File: config.mk
export PLATFORM = sky130hd
export DESIGN_NAME = mc_evt_mon
export DESIGN_NICKNAME = d
export VERILOG_FILES = /design/src/rtl/mc_evt_pkg.sv /design/src/rtl/mc_evt_mux.sv /design/src/rtl/mc_evt_ctr.sv /design/src/rtl/mc_evt_mon.sv
export SDC_FILE = /design/constraint.sdc
export NUM_CORES = 1
export LEC_CHECK = 0
export BUFFER_PORTS_ARGS = -buffer_cell sky130_fd_sc_hd__buf_2
export CORE_MARGIN = 10
export CORE_UTILIZATION = 55
export CTS_CLUSTER_SIZE = 24
export DETAILED_ROUTE_END_ITERATION = 6
export GPL_TIMING_DRIVEN = 0
export PLACE_DENSITY = 0.83
export SLEW_MARGIN = 20
export SYNTH_ARGS = -nofsm -noshare
export SYNTH_HDL_FRONTEND = slang
export SYNTH_HIERARCHICAL = 1
export SYNTH_SLANG_ARGS = --single-unit
File: constraint.sdc
create_clock -name clk -period 4.3 [get_ports clk]
set_input_delay 0.215 -clock clk [delete_from_list [all_inputs] [get_ports clk]]
set_output_delay 0.215 -clock clk [all_outputs]
set_load 0.05 [all_outputs]
File: src/rtl/mc_evt_pkg.sv
package mc_evt_pkg;
  localparam int CODE_W  = 8;
  localparam int IDX_W   = 3;
  localparam int OVF_BIT = 0;
  localparam int CLR_BIT = 1;
  localparam int EN_BIT  = 2;
  localparam int SEL_LSB = 24;

  typedef struct packed {
    logic             valid;
    logic [IDX_W-1:0] idx;
  } evt_map_t;

  // translate an event code into a strobe index
  function automatic evt_map_t evt_lookup(input logic [CODE_W-1:0] code);
    evt_map_t m;
    m = '{valid: 1'b1, idx: '0};
    case (code)
      8'h04:   m.idx = 3'd0;
      8'h05:   m.idx = 3'd1;
      8'h20:   m.idx = 3'd2;
      8'h21:   m.idx = 3'd3;
      8'h31:   m.idx = 3'd4;
      8'h32:   m.idx = 3'd5;
      8'h37:   m.idx = 3'd6;
      default: m.valid = 1'b0;
    endcase
    return m;
  endfunction
endpackage

File: src/rtl/mc_evt_mux.sv
module mc_evt_mux
  import mc_evt_pkg::*;
#(
  parameter int NUM_EVT = 7
) (
  input  logic [CODE_W-1:0]  code,
  input  logic [NUM_EVT-1:0] strobes,
  output logic               hit
);
  evt_map_t m;

  always_comb begin
    m   = evt_lookup(code);
    hit = 1'b0;
    if (m.valid && (int'(m.idx) < NUM_EVT)) hit = strobes[m.idx];
  end
endmodule

File: src/rtl/mc_evt_ctr.sv
module mc_evt_ctr
  import mc_evt_pkg::*;
#(
  parameter int CNT_W    = 32,
  parameter int NUM_EVT  = 7,
  parameter bit IS_CYCLE = 1'b0
) (
  input  logic               clk,
  input  logic               rst,
  input  logic               wr_hit,
  input  logic               wr_en_bit,
  input  logic               wr_clr_bit,
  input  logic [CODE_W-1:0]  wr_code,
  input  logic               run,
  input  logic [NUM_EVT-1:0] evt,
  output logic [CNT_W-1:0]   cnt_o,
  output logic               en_o,
  output logic               ovf_o,
  output logic [CODE_W-1:0]  code_o,
  output logic               wrap_o
);
  logic [CNT_W-1:0]  cnt_q;
  logic              en_q, ovf_q, mux_hit, hit, inc, arm;
  logic [CODE_W-1:0] code_q;

  mc_evt_mux #(.NUM_EVT(NUM_EVT)) u_mux (
    .code(code_q), .strobes(evt), .hit(mux_hit)
  );

  assign hit    = IS_CYCLE ? 1'b1 : mux_hit;
  assign inc    = en_q && run && hit;
  assign wrap_o = inc && (&cnt_q);
  assign arm    = wr_hit && !en_q && wr_en_bit;

  always_ff @(posedge clk) begin
    if (rst) begin
      cnt_q  <= '0;
      en_q   <= 1'b0;
      ovf_q  <= 1'b0;
      code_q <= '0;
    end else begin
      if (wr_hit) en_q <= wr_en_bit;
      if (arm) code_q <= IS_CYCLE ? '0 : wr_code;
      if (arm && wr_clr_bit) begin
        cnt_q <= '0;
        ovf_q <= 1'b0;
      end else if (inc) begin
        cnt_q <= cnt_q + 1'b1;
        if (&cnt_q) ovf_q <= 1'b1;
      end
    end
  end

  assign cnt_o  = cnt_q;
  assign en_o   = en_q;
  assign ovf_o  = ovf_q;
  assign code_o = code_q;

  // the overflow flag rises only from a count at its top value
  a_r8_ovf_from_top: assert property (@(posedge clk) disable iff (rst)
    $rose(ovf_q) |-> $past(&cnt_q));
  // a repeated enable write leaves the event code alone
  a_r6_no_restart: assert property (@(posedge clk) disable iff (rst)
    (wr_hit && en_q && wr_en_bit) |=> $stable(code_q));
  // raising enable with clear zeroes count and flag
  a_r5_arm_clear: assert property (@(posedge clk) disable iff (rst)
    (wr_hit && !en_q && wr_en_bit && wr_clr_bit) |=> (cnt_q == '0 && !ovf_q));
endmodule

File: src/rtl/mc_evt_mon.sv
module mc_evt_mon
  import mc_evt_pkg::*;
#(
  parameter int CNT_W   = 32,
  parameter int NUM_CTR = 4,
  parameter int NUM_EVT = 7,
  parameter int ADDR_W  = 8
) (
  input  logic               clk,
  input  logic               rst,
  input  logic               bus_wr,
  input  logic [ADDR_W-1:0]  bus_addr,
  input  logic [31:0]        bus_wdata,
  output logic [31:0]        bus_rdata,
  input  logic [NUM_EVT-1:0] evt_strobe,
  output logic               irq
);
  localparam int CNT_BASE = 32'h20;

  logic [NUM_CTR-1:0]       wr_hit, en_v, ovf_v, wrap_v;
  logic [CNT_W-1:0]         cnt_arr  [NUM_CTR];
  logic [CODE_W-1:0]        code_arr [NUM_CTR];
  logic [NUM_CTR*CNT_W-1:0] cnt_flat;
  logic                     halt_q, addr_hit;
  logic [31:0]              rd_next;

  genvar n;
  generate
    for (n = 0; n < NUM_CTR; n++) begin : g_ctr
      logic run_n;
      assign wr_hit[n] = bus_wr && (bus_addr == ADDR_W'(4 * n));
      if (n == 0) begin : g_cyc
        assign run_n = !halt_q;
      end else begin : g_evt
        assign run_n = en_v[0] && !halt_q;
      end
      mc_evt_ctr #(
        .CNT_W(CNT_W), .NUM_EVT(NUM_EVT), .IS_CYCLE(n == 0)
      ) u_ctr (
        .clk(clk), .rst(rst),
        .wr_hit(wr_hit[n]),
        .wr_en_bit(bus_wdata[EN_BIT]),
        .wr_clr_bit(bus_wdata[CLR_BIT]),
        .wr_code(bus_wdata[SEL_LSB +: CODE_W]),
        .run(run_n), .evt(evt_strobe),
        .cnt_o(cnt_arr[n]), .en_o(en_v[n]), .ovf_o(ovf_v[n]),
        .code_o(code_arr[n]), .wrap_o(wrap_v[n])
      );
      assign cnt_flat[n*CNT_W +: CNT_W] = cnt_arr[n];
    end
  endgenerate

  // halt: set by a cycle-counter wrap, cleared by disabling counter 0
  always_ff @(posedge clk) begin
    if (rst)                                       halt_q <= 1'b0;
    else if (wr_hit[0] && !bus_wdata[EN_BIT])      halt_q <= 1'b0;
    else if (wrap_v[0])                            halt_q <= 1'b1;
  end
  assign irq = halt_q;

  always_comb begin
    rd_next  = '0;
    addr_hit = 1'b0;
    for (int i = 0; i < NUM_CTR; i++) begin
      if (bus_addr == ADDR_W'(4 * i)) begin
        addr_hit = 1'b1;
        rd_next  = '0;
        rd_next[SEL_LSB +: CODE_W] = code_arr[i];
        rd_next[EN_BIT]            = en_v[i];
        rd_next[OVF_BIT]           = ovf_v[i];
      end
      if (bus_addr == ADDR_W'(CNT_BASE + 4 * i)) begin
        addr_hit = 1'b1;
        rd_next  = 32'(cnt_arr[i]);
      end
    end
  end

  always_ff @(posedge clk) begin
    if (rst) bus_rdata <= '0;
    else     bus_rdata <= rd_next;
  end

  // the interrupt rises only after the cycle counter was at its top
  a_r9_irq_on_wrap: assert property (@(posedge clk) disable iff (rst)
    $rose(irq) |-> $past(&cnt_arr[0]));
  // while halted and untouched, no count moves
  a_r9_halt_freeze: assert property (@(posedge clk) disable iff (rst)
    (halt_q && !bus_wr) |=> $stable(cnt_flat));
  // with the cycle counter disabled, no count moves
  a_r7_gate: assert property (@(posedge clk) disable iff (rst)
    (!en_v[0] && !bus_wr) |=> $stable(cnt_flat));
  // the interrupt holds until counter 0 is disabled
  a_r10_irq_hold: assert property (@(posedge clk) disable iff (rst)
    (irq && !(wr_hit[0] && !bus_wdata[EN_BIT])) |=> irq);
  // an event-counter wrap alone never raises the interrupt
  a_r8_quiet_wrap: assert property (@(posedge clk) disable iff (rst)
    ((|wrap_v[NUM_CTR-1:1]) && !wrap_v[0] && !irq) |=> !irq);
  // unmapped addresses read as zero
  a_r11_unmapped_rd: assert property (@(posedge clk) disable iff (rst)
    !addr_hit |=> (bus_rdata == 32'h0));
endmodule

# Word-level counts from Yosys, hierarchy flattened
# Cells that the tools add are included.
[op_classes]
reduce_logical = 48
n_mux = 23
addsub = 4
order_cmp = 6
n_eq_ne = 28
[op_table]
columns = ["cell", "count"]
rows = [
  ["$mux 32", 7],
  ["$eq 8x6->1 const B", 19],
  ["$reduce_and 33->1", 4],
  ["$add 32x1->32 const B", 4],
  ["$eq 8x3->1 const B", 7],
  ["$pmux 3 s6", 3],
  ["$reduce_and 32->1", 1],
  ["$logic_and 1x1->1", 28],
  ["$reduce_or 7->1", 3],
  ["$eq 8x4->1 const B", 2],
  ["$lt 3x4->1 const B", 3],
  ["$reduce_or 2->1", 5],
  ["$bmux 1 s3", 3],
  ["$lt 3x3->1 const B", 3],
  ["$mux 1", 9],
  ["$logic_not 8->1", 1],
  ["$logic_not 1->1", 6],
  ["$mux 3", 1],
]
[totals]
inputBits = 50
wordCells = 126
register_bits = 193
out_inout_bits = 33

# Logic depth before layout (Yosys ltp)
# Gate-level depths: netlist (run 1).
[logic_depth]
depth_word = 9
ltp_mapped = 12
depth_no_buf = 9

# By module
# The synthesis (run 1) kept the hierarchy.
[modules_own_cells]
columns = ["module", "n_inst", "cells_per_inst", "seq_area_each_um2", "area_per_inst_um2"]
rows = [
  ["mc_evt_ctr (g_ctr[1].u_ctr ...)", 3, 228, 840.8, 1910.6],
  ["mc_evt_mon", 1, 206, 660.6, 2347.3],
  ["mc_evt_ctr (g_ctr[0].u_ctr)", 1, 197, 680.7, 1669.1],
  ["mc_evt_mux", 3, 30, 0.0, 215.2],
]

# Worst setup path before layout (run 1)
# OpenSTA, ideal clock, no wires.
[synth_timing]
path_type = "register -> register"
startpoint = "register g_ctr[3].u_ctr.code_q[2]"
endpoint = "register g_ctr[3].u_ctr.cnt_q[26]"
path_slack_ns = 1.324
required_ns = 4.230
path_buffers = 2
t_arrival_ns = 2.906
setup_time_ns = 0.070
period_less_slack_ns = 2.976
path_stages_with_launch = 12
cell_sequence = "dfxtp_1 -> buf_6 -> and4_1 -> o211a_4 -> a22oi_1 -> a221o_1 -> o22ai_1 -> nand4_2 -> or4_1 -> buf_2 -> or4_1 -> a21oi_1"
[synth_via]
elab_chain_cells = 6
elab_cells_between_ends = 16
cone_classes = "order compare (1); eq/ne (7); mux (5); reduce/logical (3)"
[synth_lines]
columns = ["item", "line", "source"]
rows = [
  ["from (decl)", "mc_evt_ctr.sv:24", "logic [CODE_W-1:0] code_q;"],
  ["from (signal assigned)", "mc_evt_ctr.sv:43", "if (arm) code_q <= IS_CYCLE ? '0 : wr_code;"],
  ["$eq 8x6->1 or $eq 8x3->1 (tied branches)", "mc_evt_pkg.sv:18", "case (code)"],
  ["$pmux 3 s6 or $reduce_or 7->1 (tied branches)", "-", ""],
  ["$bmux 1 s3 (tied with other cells)", "mc_evt_mux.sv:15", "if (m.valid && (int'(m.idx) < NUM_EVT)) hit = strobes[m.idx];"],
  ["$mux 1 (not written as such) or $logic_and 1x1->1 (tied branches)", "mc_evt_mux.sv:15", ""],
  ["$mux 1 *", "mc_evt_mux.sv:15", ""],
  ["net g_ctr[3].u_ctr.hit", "mc_evt_ctr.sv:23", "logic en_q, ovf_q, mux_hit, hit, inc, arm;"],
  ["$logic_and 1x1->1 *", "mc_evt_ctr.sv:31", "assign inc = en_q && run && hit;"],
  ["to (signal assigned)", "mc_evt_ctr.sv:48", "cnt_q <= cnt_q + 1'b1;"],
  ["to (decl)", "mc_evt_ctr.sv:22", "logic [CNT_W-1:0] cnt_q;"],
]
# The timed path passes the listed nets; every way through them passes the cells marked *. The select of a mux whose other input is x is not followed.
# A chain may end at the register's enable or synchronous reset.

# Final worst setup path (run 1)
[layout_timing]
startpoint = "register g_ctr[3].u_ctr.code_q[1]"
endpoint = "register g_ctr[3].u_ctr.cnt_q[31]"
# The elaborated chain is that of the path after synthesis.

==> metrics.txt, run 1 <==
# TYPE chip_impl_metric gauge
chip_impl_metric{name="initial_core_util",unit=""} 0.558
chip_impl_metric{name="number_of_placement_rows",unit=""} 50
chip_impl_metric{name="post_synth_mux_area_share",unit=""} 0.0914
chip_impl_info{name="grt_setup_unrepaired",value="false"} 1
chip_impl_metric{name="numPlacedInstances",unit=""} 1475
chip_impl_metric{name="grt-ovfl-total",unit=""} 0
chip_impl_metric{name="design.portCount",unit=""} 83
chip_impl_metric{name="clk-insertion-delay-late",unit="ns"} 0.44
chip_impl_metric{name="firstDrtPassIters",unit=""} 6
chip_impl_metric{name="synth-xor-area-share",unit=""} 0.0421
chip_impl_metric{name="final_report_setup_violation_count",unit=""} 0
chip_impl_metric{name="async_reset_ff_frac",unit=""} 0
chip_impl_metric{name="final.fill_count",unit=""} 1559
chip_impl_metric{name="hold_ws",unit="ns"} 0.0473
chip_impl_metric{name="postCtsSetupBuffers",unit=""} 0
chip_impl_metric{name="grt_antenna_before_repair",unit=""} 2
chip_impl_metric{name="preCtsSetupSlack",unit="ns"} 0.692
chip_impl_info{name="cts_tree",value="done"} 1
chip_impl_metric{name="drc",unit=""} 0
chip_impl_metric{name="route.detailed.wl_per_inst",unit="um"} 19.8
chip_impl_metric{name="first_pass_grt_wire_length",unit="um"} 46900
chip_impl_metric{name="final_layout_size_suffix_gt1_frac",unit=""} 0.141
chip_impl_metric{name="area_delta_synth_final",unit="%"} 11.4
chip_impl_metric{name="ys_seq_area_frac",unit=""} 0.372
chip_impl_metric{name="max-cap-violations",unit=""} 0
chip_impl_metric{name="worstPathMaxFanout",unit=""} 10
chip_impl_metric{name="post_synth_fa_ha_maj_area_fraction",unit=""} 0.00482
chip_impl_metric{name="timing.final.crit_share",unit=""} 0.854
chip_impl_info{name="combinational_family_with_the_most_area_after_synthesis",value="simple AND/OR/NAND/NOR gates"} 1
chip_impl_metric{name="placement.io_buffers",unit=""} 57
chip_impl_info{name="most_common_cell_in_the_netlist",value="sky130_fd_sc_hd__dfxtp_1"} 1
chip_impl_metric{name="stdcell_area",unit="um^2"} 11600
chip_impl_metric{name="post_synth_inst_count",unit=""} 1177
chip_impl_metric{name="antenna_left",unit=""} 0
chip_impl_info{name="worst_setup_path_start_kind",value="flip-flop"} 1
chip_impl_metric{name="post_synth_instance_area",unit="um^2"} 10400
chip_impl_metric{name="finish.cell_count_without_fillers",unit=""} 1508
chip_impl_metric{name="timing.final.hold_violations",unit=""} 0
chip_impl_metric{name="post_place_instance_area",unit="um^2"} 11000
chip_impl_metric{name="gp_congestion",unit=""} 0.981
chip_impl_metric{name="synth-seq-cells",unit=""} 193
chip_impl_metric{name="tritoncts_num_sinks",unit=""} 193
chip_impl_metric{name="initialDrtViolationCount",unit=""} 1203
chip_impl_metric{name="detail_route.vias_per_cell",unit=""} 6.57
chip_impl_metric{name="post_layout_worst_setup_margin",unit="ns"} 0.629
chip_impl_metric{name="grt_pass1_vias",unit=""} 8852
chip_impl_info{name="critical_path.startpoint",value="g_ctr[3].u_ctr/code_o[1]$_SDFFE_PP0P_"} 1
chip_impl_metric{name="synth_edf_count",unit=""} 0
chip_impl_info{name="holdCritStartpoint",value="bus_wdata[24]"} 1
chip_impl_info{name="worst_setup_path_end_kind",value="flip-flop"} 1
chip_impl_metric{name="die_area",unit="um^2"} 24800
chip_impl_metric{name="cts_buffers",unit=""} 17
chip_impl_metric{name="maximum_number_of_pins_on_one_net_before_global_route_repair",unit=""} 17
chip_impl_metric{name="layout_min_cycle_time",unit="ns"} 3.67
chip_impl_metric{name="fmaxAchievable",unit="MHz"} 272
chip_impl_metric{name="cts_hold_buffers",unit=""} 0
chip_impl_metric{name="synthDistinctLibCells",unit=""} 58
chip_impl_metric{name="clock_tree.buffer_depth",unit=""} 2
chip_impl_metric{name="cp.required",unit="ns"} 4.66
chip_impl_metric{name="design.core.area",unit="um^2"} 18600
chip_impl_metric{name="final_net_count",unit=""} 1314
chip_impl_metric{name="timing.final.max_slew_violations",unit=""} 0
chip_impl_info{name="path_class",value="flip-flop to flip-flop"} 1
chip_impl_metric{name="vdd_ir_drop_max",unit="V"} 0.000246
chip_impl_metric{name="power.leakage",unit="nW"} 3.75
chip_impl_info{name="synthDominantAreaCellType",value="sky130_fd_sc_hd__dfxtp_1"} 1
chip_impl_metric{name="timing.max_slew.rel_slack",unit=""} 0.390
chip_impl_metric{name="cts-resized-gates",unit=""} 0
chip_impl_metric{name="worst-slew-pin-transition",unit="ns"} 0.913
chip_impl_info{name="netlist_top_cells_area",value="sky130_fd_sc_hd__dfxtp_1 37%, sky130_fd_sc_hd__mux4_2 6.7%, sky130_fd_sc_hd__or4_1 5.2%"} 1
chip_impl_metric{name="total_area_of_multi_input_combinational_cells",unit="um^2"} 6000
chip_impl_info{name="clock_tree.root_cell",value="sky130_fd_sc_hd__clkbuf_16"} 1
chip_impl_metric{name="synth_top_area_frac",unit=""} 0.372
chip_impl_metric{name="synth_compound_area_frac",unit=""} 0.152
chip_impl_metric{name="die_x_extent",unit="um"} 157
chip_impl_info{name="yosys_most_used_dff",value="sky130_fd_sc_hd__dfxtp_1"} 1
chip_impl_metric{name="wirelength",unit="um"} 29900
chip_impl_metric{name="fin_worst_skew",unit="ns"} 0.0156
chip_impl_metric{name="critical_path_arrival",unit="ns"} 4.03
chip_impl_metric{name="seqCellArea",unit="um^2"} 3860
chip_impl_metric{name="depth_of_the_cts_h_tree",unit=""} 4
chip_impl_metric{name="grt.total_usage",unit=""} 0.237
chip_impl_metric{name="chipHeight",unit="um"} 157
chip_impl_metric{name="synth_simple_gate_area_share",unit=""} 0.284
chip_impl_metric{name="power.density_cell_area",unit="nW/um^2"} 304
chip_impl_metric{name="synth.avg_cell_area",unit="um^2"} 8.83
chip_impl_info{name="outcome",value="finished clean"} 1
chip_impl_metric{name="cts.reportedPaths.clkPinSlew",unit="ns"} 0.08
chip_impl_info{name="worst_r2r_startpoint",value="g_ctr[3].u_ctr/code_o[1]$_SDFFE_PP0P_"} 1
chip_impl_metric{name="setup-tns-final",unit="ns"} 0
chip_impl_metric{name="synth.yosys.warnings",unit=""} 6
chip_impl_metric{name="vias",unit=""} 9910
chip_impl_info{name="synth_commonest_cells",value="193 x sky130_fd_sc_hd__dfxtp_1, 108 x sky130_fd_sc_hd__nand2_1, 106 x sky130_fd_sc_hd__a21oi_1, 72 x sky130_fd_sc_hd__or4_1, 66 x sky130_fd_sc_hd__nor2_1"} 1
chip_impl_info{name="path_type_of_the_worst_min_delay_path",value="input port to flip-flop"} 1
chip_impl_metric{name="hpwl",unit="um"} 22100
logic make-up after synthesis:
family / after synthesis
flops: 193
other cells: 1
xor+xnor: 50
simple gates: 518
fa+ha+maj: 4
compound gates: 243
mux: 56
buf+inv: 112
layout make-up:
class | instances | area share
Antenna cell | 1 | 0.000216
Buffer | 80 | 0.0373
Clock buffer | 20 | 0.0386
Clock inverter | 12 | 0.0115
Inverter | 32 | 0.0104
Multi-Input combinational cell | 879 | 0.519
Sequential cell | 193 | 0.334
Tap cell | 234 | 0.0253
Timing Repair Buffer | 57 | 0.0246
through the flow:
stage | power, mW | util
2_1_floorplan | 1.93 | -
3_3_place_gp | 1.97 | 0.590
3_5_place_dp | 1.97 | 0.590
4_1_cts | 3.53 | 0.621
5_1_grt | 3.61 | 0.621
6_report | 3.52 | 0.621
sequential cells by signal (all words and copies together), names as in the netlist:
| register | count |
|---|---|
| g_ctr.u_ctr/cnt_o | 128 |
| bus_rdata | 32 |
| g_ctr.u_ctr/code_o | 24 |
| g_ctr.u_ctr/en_o | 4 |
| g_ctr.u_ctr/ovf_o | 4 |
| irq | 1 |
layout by cell type (no fill, tap or decap), drive strengths merged, types with 35 or more instances in the layout:
cell	n
dfxtp	193
o31ai	58
nor2	66
inv	35
nand4	48
nand3	61
buf	89
nand2	108
or4	73
a21oi	106
clkbuf	65
metal layers:
layer	share of wire	vias up	global-route usage
li1	-	4582	-
met4	0.023	0	0.0806
met5	0	-	0
met3	0.096	64	0.0519
met1	0.41	4720	0.308
met2	0.47	544	0.379
power breakdown:
group          switching [mW]  internal [mW]  leakage, nW
Combinational          0.0945         0.0562         1.92
Clock                   0.707          0.876        0.277
Sequential           0.000447           1.79         1.55
final timing paths:
path,end,slack (ns),cells after the start
hold reg to reg,g_ctr[2].u_ctr/cnt_o[30]$_SDFFE_PP0P_,0.49,2
hold / removal,g_ctr[2].u_ctr/code_o[0]$_SDFFE_PP0P_,0.05,3
setup / recovery,g_ctr[3].u_ctr/cnt_o[31]$_SDFFE_PP0P_,0.63,10
setup reg to reg,g_ctr[3].u_ctr/cnt_o[31]$_SDFFE_PP0P_,0.63,10
worst max-delay path: stages, from the launching register on:
cell                       delay [ns]
sky130_fd_sc_hd__dfxtp_1         0.40
sky130_fd_sc_hd__nor3_1          0.33
sky130_fd_sc_hd__o211a_4         0.24
sky130_fd_sc_hd__a22oi_1         0.09
sky130_fd_sc_hd__a221o_1         0.30
sky130_fd_sc_hd__o22ai_1         0.46
sky130_fd_sc_hd__nand4_2         0.26
sky130_fd_sc_hd__or4_1           0.62
sky130_fd_sc_hd__clkbuf_1        0.26
sky130_fd_sc_hd__or4_1           0.46
sky130_fd_sc_hd__a21oi_1         0.16
Note: power is estimated with default switching activity, not from simulation.
==> inputs of run 2 (changes only) <==
--- a/config.mk
+++ b/config.mk
@@ -6,12 +6,13 @@
 export NUM_CORES = 1
 export LEC_CHECK = 0
 export BUFFER_PORTS_ARGS = -buffer_cell sky130_fd_sc_hd__buf_2
+export CAP_MARGIN = 20
 export CORE_MARGIN = 10
 export CORE_UTILIZATION = 55
 export CTS_CLUSTER_SIZE = 24
 export DETAILED_ROUTE_END_ITERATION = 6
 export GPL_TIMING_DRIVEN = 0
-export PLACE_DENSITY = 0.83
+export PLACE_DENSITY_LB_ADDON = 0.15
 export SLEW_MARGIN = 20
 export SYNTH_ARGS = -nofsm -noshare
 export SYNTH_HDL_FRONTEND = slang
==> constraint.sdc (replaced) <==
create_clock -name clk -period 3.1 [get_ports clk]
set_input_delay 0.155 -clock clk [delete_from_list [all_inputs] [get_ports clk]]
set_output_delay 0.155 -clock clk [all_outputs]
set_load 0.05 [all_outputs]
==> metrics.txt, run 2 (synthesis gave the netlist of run 1 again) <==
# TYPE chip_impl_metric gauge
chip_impl_info{name="outcome",value="finished clean"} 1
chip_impl_info{name="worst_setup_path_start_kind",value="flip-flop"} 1
chip_impl_metric{name="p_clk_frac",unit=""} 0.483
chip_impl_info{name="grt_setup_unrepaired",value="true"} 1
chip_impl_metric{name="first_pass_grt_wire_length",unit="um"} 49000
chip_impl_metric{name="combPwrFrac",unit=""} 0.043
chip_impl_metric{name="timing.max_slew.rel_slack",unit=""} 0.439
chip_impl_metric{name="initialDrtViolationCount",unit=""} 1113
chip_impl_metric{name="gp_congestion",unit=""} 0.942
chip_impl_metric{name="critical_path_arrival",unit="ns"} 3.41
chip_impl_info{name="worst_setup_path_end_kind",value="flip-flop"} 1
chip_impl_metric{name="grt-ovfl-total",unit=""} 0
chip_impl_metric{name="fin_worst_skew",unit="ns"} 0.0125
chip_impl_metric{name="finish.utilization",unit=""} 0.645
chip_impl_metric{name="power.leakage",unit="nW"} 3.95
chip_impl_metric{name="final_net_count",unit=""} 1328
chip_impl_metric{name="layout_min_cycle_time",unit="ns"} 3.04
chip_impl_metric{name="power_switching",unit="mW"} 1.13
chip_impl_metric{name="timing.final.crit_share",unit=""} 0.982
chip_impl_metric{name="worst-slew-pin-transition",unit="ns"} 0.834
chip_impl_metric{name="hpwl",unit="um"} 23200
chip_impl_info{name="path_class",value="flip-flop to flip-flop"} 1
chip_impl_metric{name="tritoncts_num_sinks",unit=""} 193
chip_impl_metric{name="clock_tree.buffer_depth",unit=""} 2
chip_impl_info{name="worst_r2r_startpoint",value="g_ctr[3].u_ctr/code_o[2]$_SDFFE_PP0P_"} 1
chip_impl_metric{name="antenna_left",unit=""} 0
chip_impl_info{name="clock_tree.root_cell",value="sky130_fd_sc_hd__clkbuf_16"} 1
chip_impl_info{name="mostFrequentLayoutCell",value="sky130_fd_sc_hd__dfxtp_1"} 1
chip_impl_metric{name="worstHoldPathCells",unit=""} 2
chip_impl_metric{name="initial_core_util",unit=""} 0.558
chip_impl_metric{name="design.portCount",unit=""} 83
chip_impl_metric{name="timing.reg2reg.setup_slack",unit="ns"} 0.06
chip_impl_info{name="final_cell_mix",value="179 x sky130_fd_sc_hd__dfxtp_1, 108 x sky130_fd_sc_hd__nand2_1, 103 x sky130_fd_sc_hd__a21oi_1"} 1
chip_impl_metric{name="internal_cell_power",unit="mW"} 4.10
chip_impl_info{name="cts_tree",value="done"} 1
chip_impl_metric{name="numPlacedInstances",unit=""} 1475
chip_impl_metric{name="vdd_ir_drop_max",unit="V"} 0.000405
chip_impl_metric{name="chipHeight",unit="um"} 157
chip_impl_metric{name="clk-insertion-delay-late",unit="ns"} 0.44
chip_impl_metric{name="max-cap-violations",unit=""} 0
chip_impl_info{name="r2r_end",value="g_ctr[3].u_ctr/cnt_o[26]$_SDFFE_PP0P_"} 1
chip_impl_metric{name="final_layout_size_suffix_gt1_frac",unit=""} 0.184
chip_impl_metric{name="timing.final.max_slew_violations",unit=""} 0
chip_impl_metric{name="r2r_cells",unit=""} 10
chip_impl_metric{name="worstPathMaxFanout",unit=""} 7
chip_impl_metric{name="cts_buffers",unit=""} 17
chip_impl_metric{name="depth_of_the_cts_h_tree",unit=""} 4
chip_impl_metric{name="final_report_setup_violation_count",unit=""} 0
chip_impl_metric{name="maximum_number_of_pins_on_one_net_before_global_route_repair",unit=""} 17
chip_impl_metric{name="die_area",unit="um^2"} 24800
chip_impl_metric{name="grt_antenna_before_repair",unit=""} 1
chip_impl_metric{name="largest_register_ffs",unit=""} 128
chip_impl_metric{name="seq_power_share",unit=""} 0.474
chip_impl_metric{name="number_of_placement_rows",unit=""} 50
chip_impl_metric{name="cp.required",unit="ns"} 3.47
chip_impl_metric{name="vias",unit=""} 9949
chip_impl_metric{name="drc",unit=""} 0
chip_impl_info{name="path_type_of_the_worst_min_delay_path",value="input port to flip-flop"} 1
chip_impl_metric{name="power.density_cell_area",unit="nW/um^2"} 435
chip_impl_metric{name="timing.final.hold_violations",unit=""} 0
chip_impl_metric{name="final.fill_count",unit=""} 1560
chip_impl_info{name="holdCritStartpoint",value="rst"} 1
chip_impl_metric{name="firstDrtPassIters",unit=""} 7
chip_impl_metric{name="finish.cell_count_without_fillers",unit=""} 1521
chip_impl_metric{name="cts.reportedPaths.clkPinSlew",unit="ns"} 0.07
chip_impl_metric{name="switching_share",unit=""} 0.216
chip_impl_metric{name="die_x_extent",unit="um"} 157
chip_impl_metric{name="design.core.area",unit="um^2"} 18600
chip_impl_metric{name="grt.total_usage",unit=""} 0.250
chip_impl_metric{name="placement.io_buffers",unit=""} 57
chip_impl_metric{name="route.detailed.wl_per_inst",unit="um"} 20.9
chip_impl_metric{name="wirelength",unit="um"} 31700
chip_impl_metric{name="area_delta_synth_final",unit="%"} 15.7
chip_impl_metric{name="grt_pass1_vias",unit=""} 8885
chip_impl_metric{name="detail_route.vias_per_cell",unit=""} 6.54
chip_impl_info{name="hold_end",value="g_ctr[0].u_ctr/en_o$_SDFFE_PP0P_"} 1
chip_impl_metric{name="fmaxAchievable",unit="MHz"} 329
## run 2: cell count changes in the layout (fill, tap and decap cells not counted), moves of 4 or more
cell                            before  now
sky130_fd_sc_hd__dfxtp_1           193  179
sky130_fd_sc_hd__dfxtp_2             0   14
sky130_fd_sc_hd__buf_4               9   21
sky130_fd_sc_hd__clkbuf_1           47   37
sky130_fd_sc_hd__or4_4               1   10
sky130_fd_sc_hd__dlygate4sd3_1       0    8
sky130_fd_sc_hd__or4_1              72   64
sky130_fd_sc_hd__bufinv_16           2    6
## run 2: worst max-delay path, stage by stage, from the launching register on
cell                      delay, ns
sky130_fd_sc_hd__dfxtp_2       0.34
sky130_fd_sc_hd__buf_6         0.12
sky130_fd_sc_hd__and4_1        0.21
sky130_fd_sc_hd__o211a_4       0.20
sky130_fd_sc_hd__a22oi_1       0.09
sky130_fd_sc_hd__a221o_1       0.33
sky130_fd_sc_hd__o22ai_4       0.21
sky130_fd_sc_hd__nand4_4       0.18
sky130_fd_sc_hd__or4_4         0.64
sky130_fd_sc_hd__or4_4         0.51
sky130_fd_sc_hd__a21oi_2       0.12
## run 2: through the flow
stage	instance area (um^2)	hold slack, ns	power, mW	TNS (ns)	setup WS, ns
3_3_place_gp	11000	0.435	2.74	-14.30	-0.457
6_report	12000	0.0783	5.23	0	0.0566
4_1_cts	11900	0.0639	5.24	0	0.00324
2_1_floorplan	10400	0.227	2.67	0	0.124
5_1_grt	12000	0.0803	5.36	-0.187	-0.0408
3_5_place_dp	11000	0.437	2.74	-17.94	-0.535
## run 2: power groups by stage
stage	clock [mW]	combinational, mW	sequential, mW
floorplan	0	0.133	2.54
global placement	0	0.207	2.54
detailed placement	0	0.207	2.54
CTS	2.54	0.217	2.48
global route	2.64	0.237	2.48
finish	2.53	0.224	2.48
## run 2: repair_timing
| action | in CTS | in global routing |
|---|---|---|
| setup endpoints to repair | 64 | 48 |
| hold buffers | 8 | 0 |
| setup buffers | 6 | 7 |
| pin swaps | 10 | 16 |
| endpoints found under the hold margin | 17 | 0 |
| gates resized for setup | 31 | 26 |
| cloned | 0 | 1 |
## run 2: layer usage
metal	up-vias	part of all wire	track usage
met5	-	0	0
li1	4612	-	-
met1	4771	0.42	0.342
met4	0	0.031	0.0895
met2	481	0.46	0.386
met3	85	0.088	0.0461
## run 2: how the worst max path moves through the flow
stage / from / endpoint
detailed placement: g_ctr[2].u_ctr/code_o[0]$_SDFFE_PP0P_ / g_ctr[2].u_ctr/cnt_o[26]$_SDFFE_PP0P_
CTS: g_ctr[2].u_ctr/code_o[2]$_SDFFE_PP0P_ / g_ctr[2].u_ctr/cnt_o[17]$_SDFFE_PP0P_
global placement: g_ctr[2].u_ctr/code_o[0]$_SDFFE_PP0P_ / g_ctr[2].u_ctr/cnt_o[26]$_SDFFE_PP0P_
finish: g_ctr[3].u_ctr/code_o[2]$_SDFFE_PP0P_ / g_ctr[3].u_ctr/cnt_o[26]$_SDFFE_PP0P_
global route: g_ctr[1].u_ctr/code_o[2]$_SDFFE_PP0P_ / g_ctr[1].u_ctr/cnt_o[20]$_SDFFE_PP0P_
floorplan: g_ctr[3].u_ctr/code_o[2]$_SDFFE_PP0P_ / g_ctr[3].u_ctr/cnt_o[26]$_SDFFE_PP0P_
## run 2: final cells by class
class                   instances  area [um^2]  share of cell area
clock inverters                13          230              0.0191
clock buffers                  18          439              0.0365
flip-flops and latches        193         3880               0.323
plain buffers                  72          404              0.0336
well taps                     234          293              0.0243
multi-input cells             880         6180               0.514
inverters                      32          120             0.00999
diodes                          1         2.50            0.000208
repair buffers                 78          470              0.0391
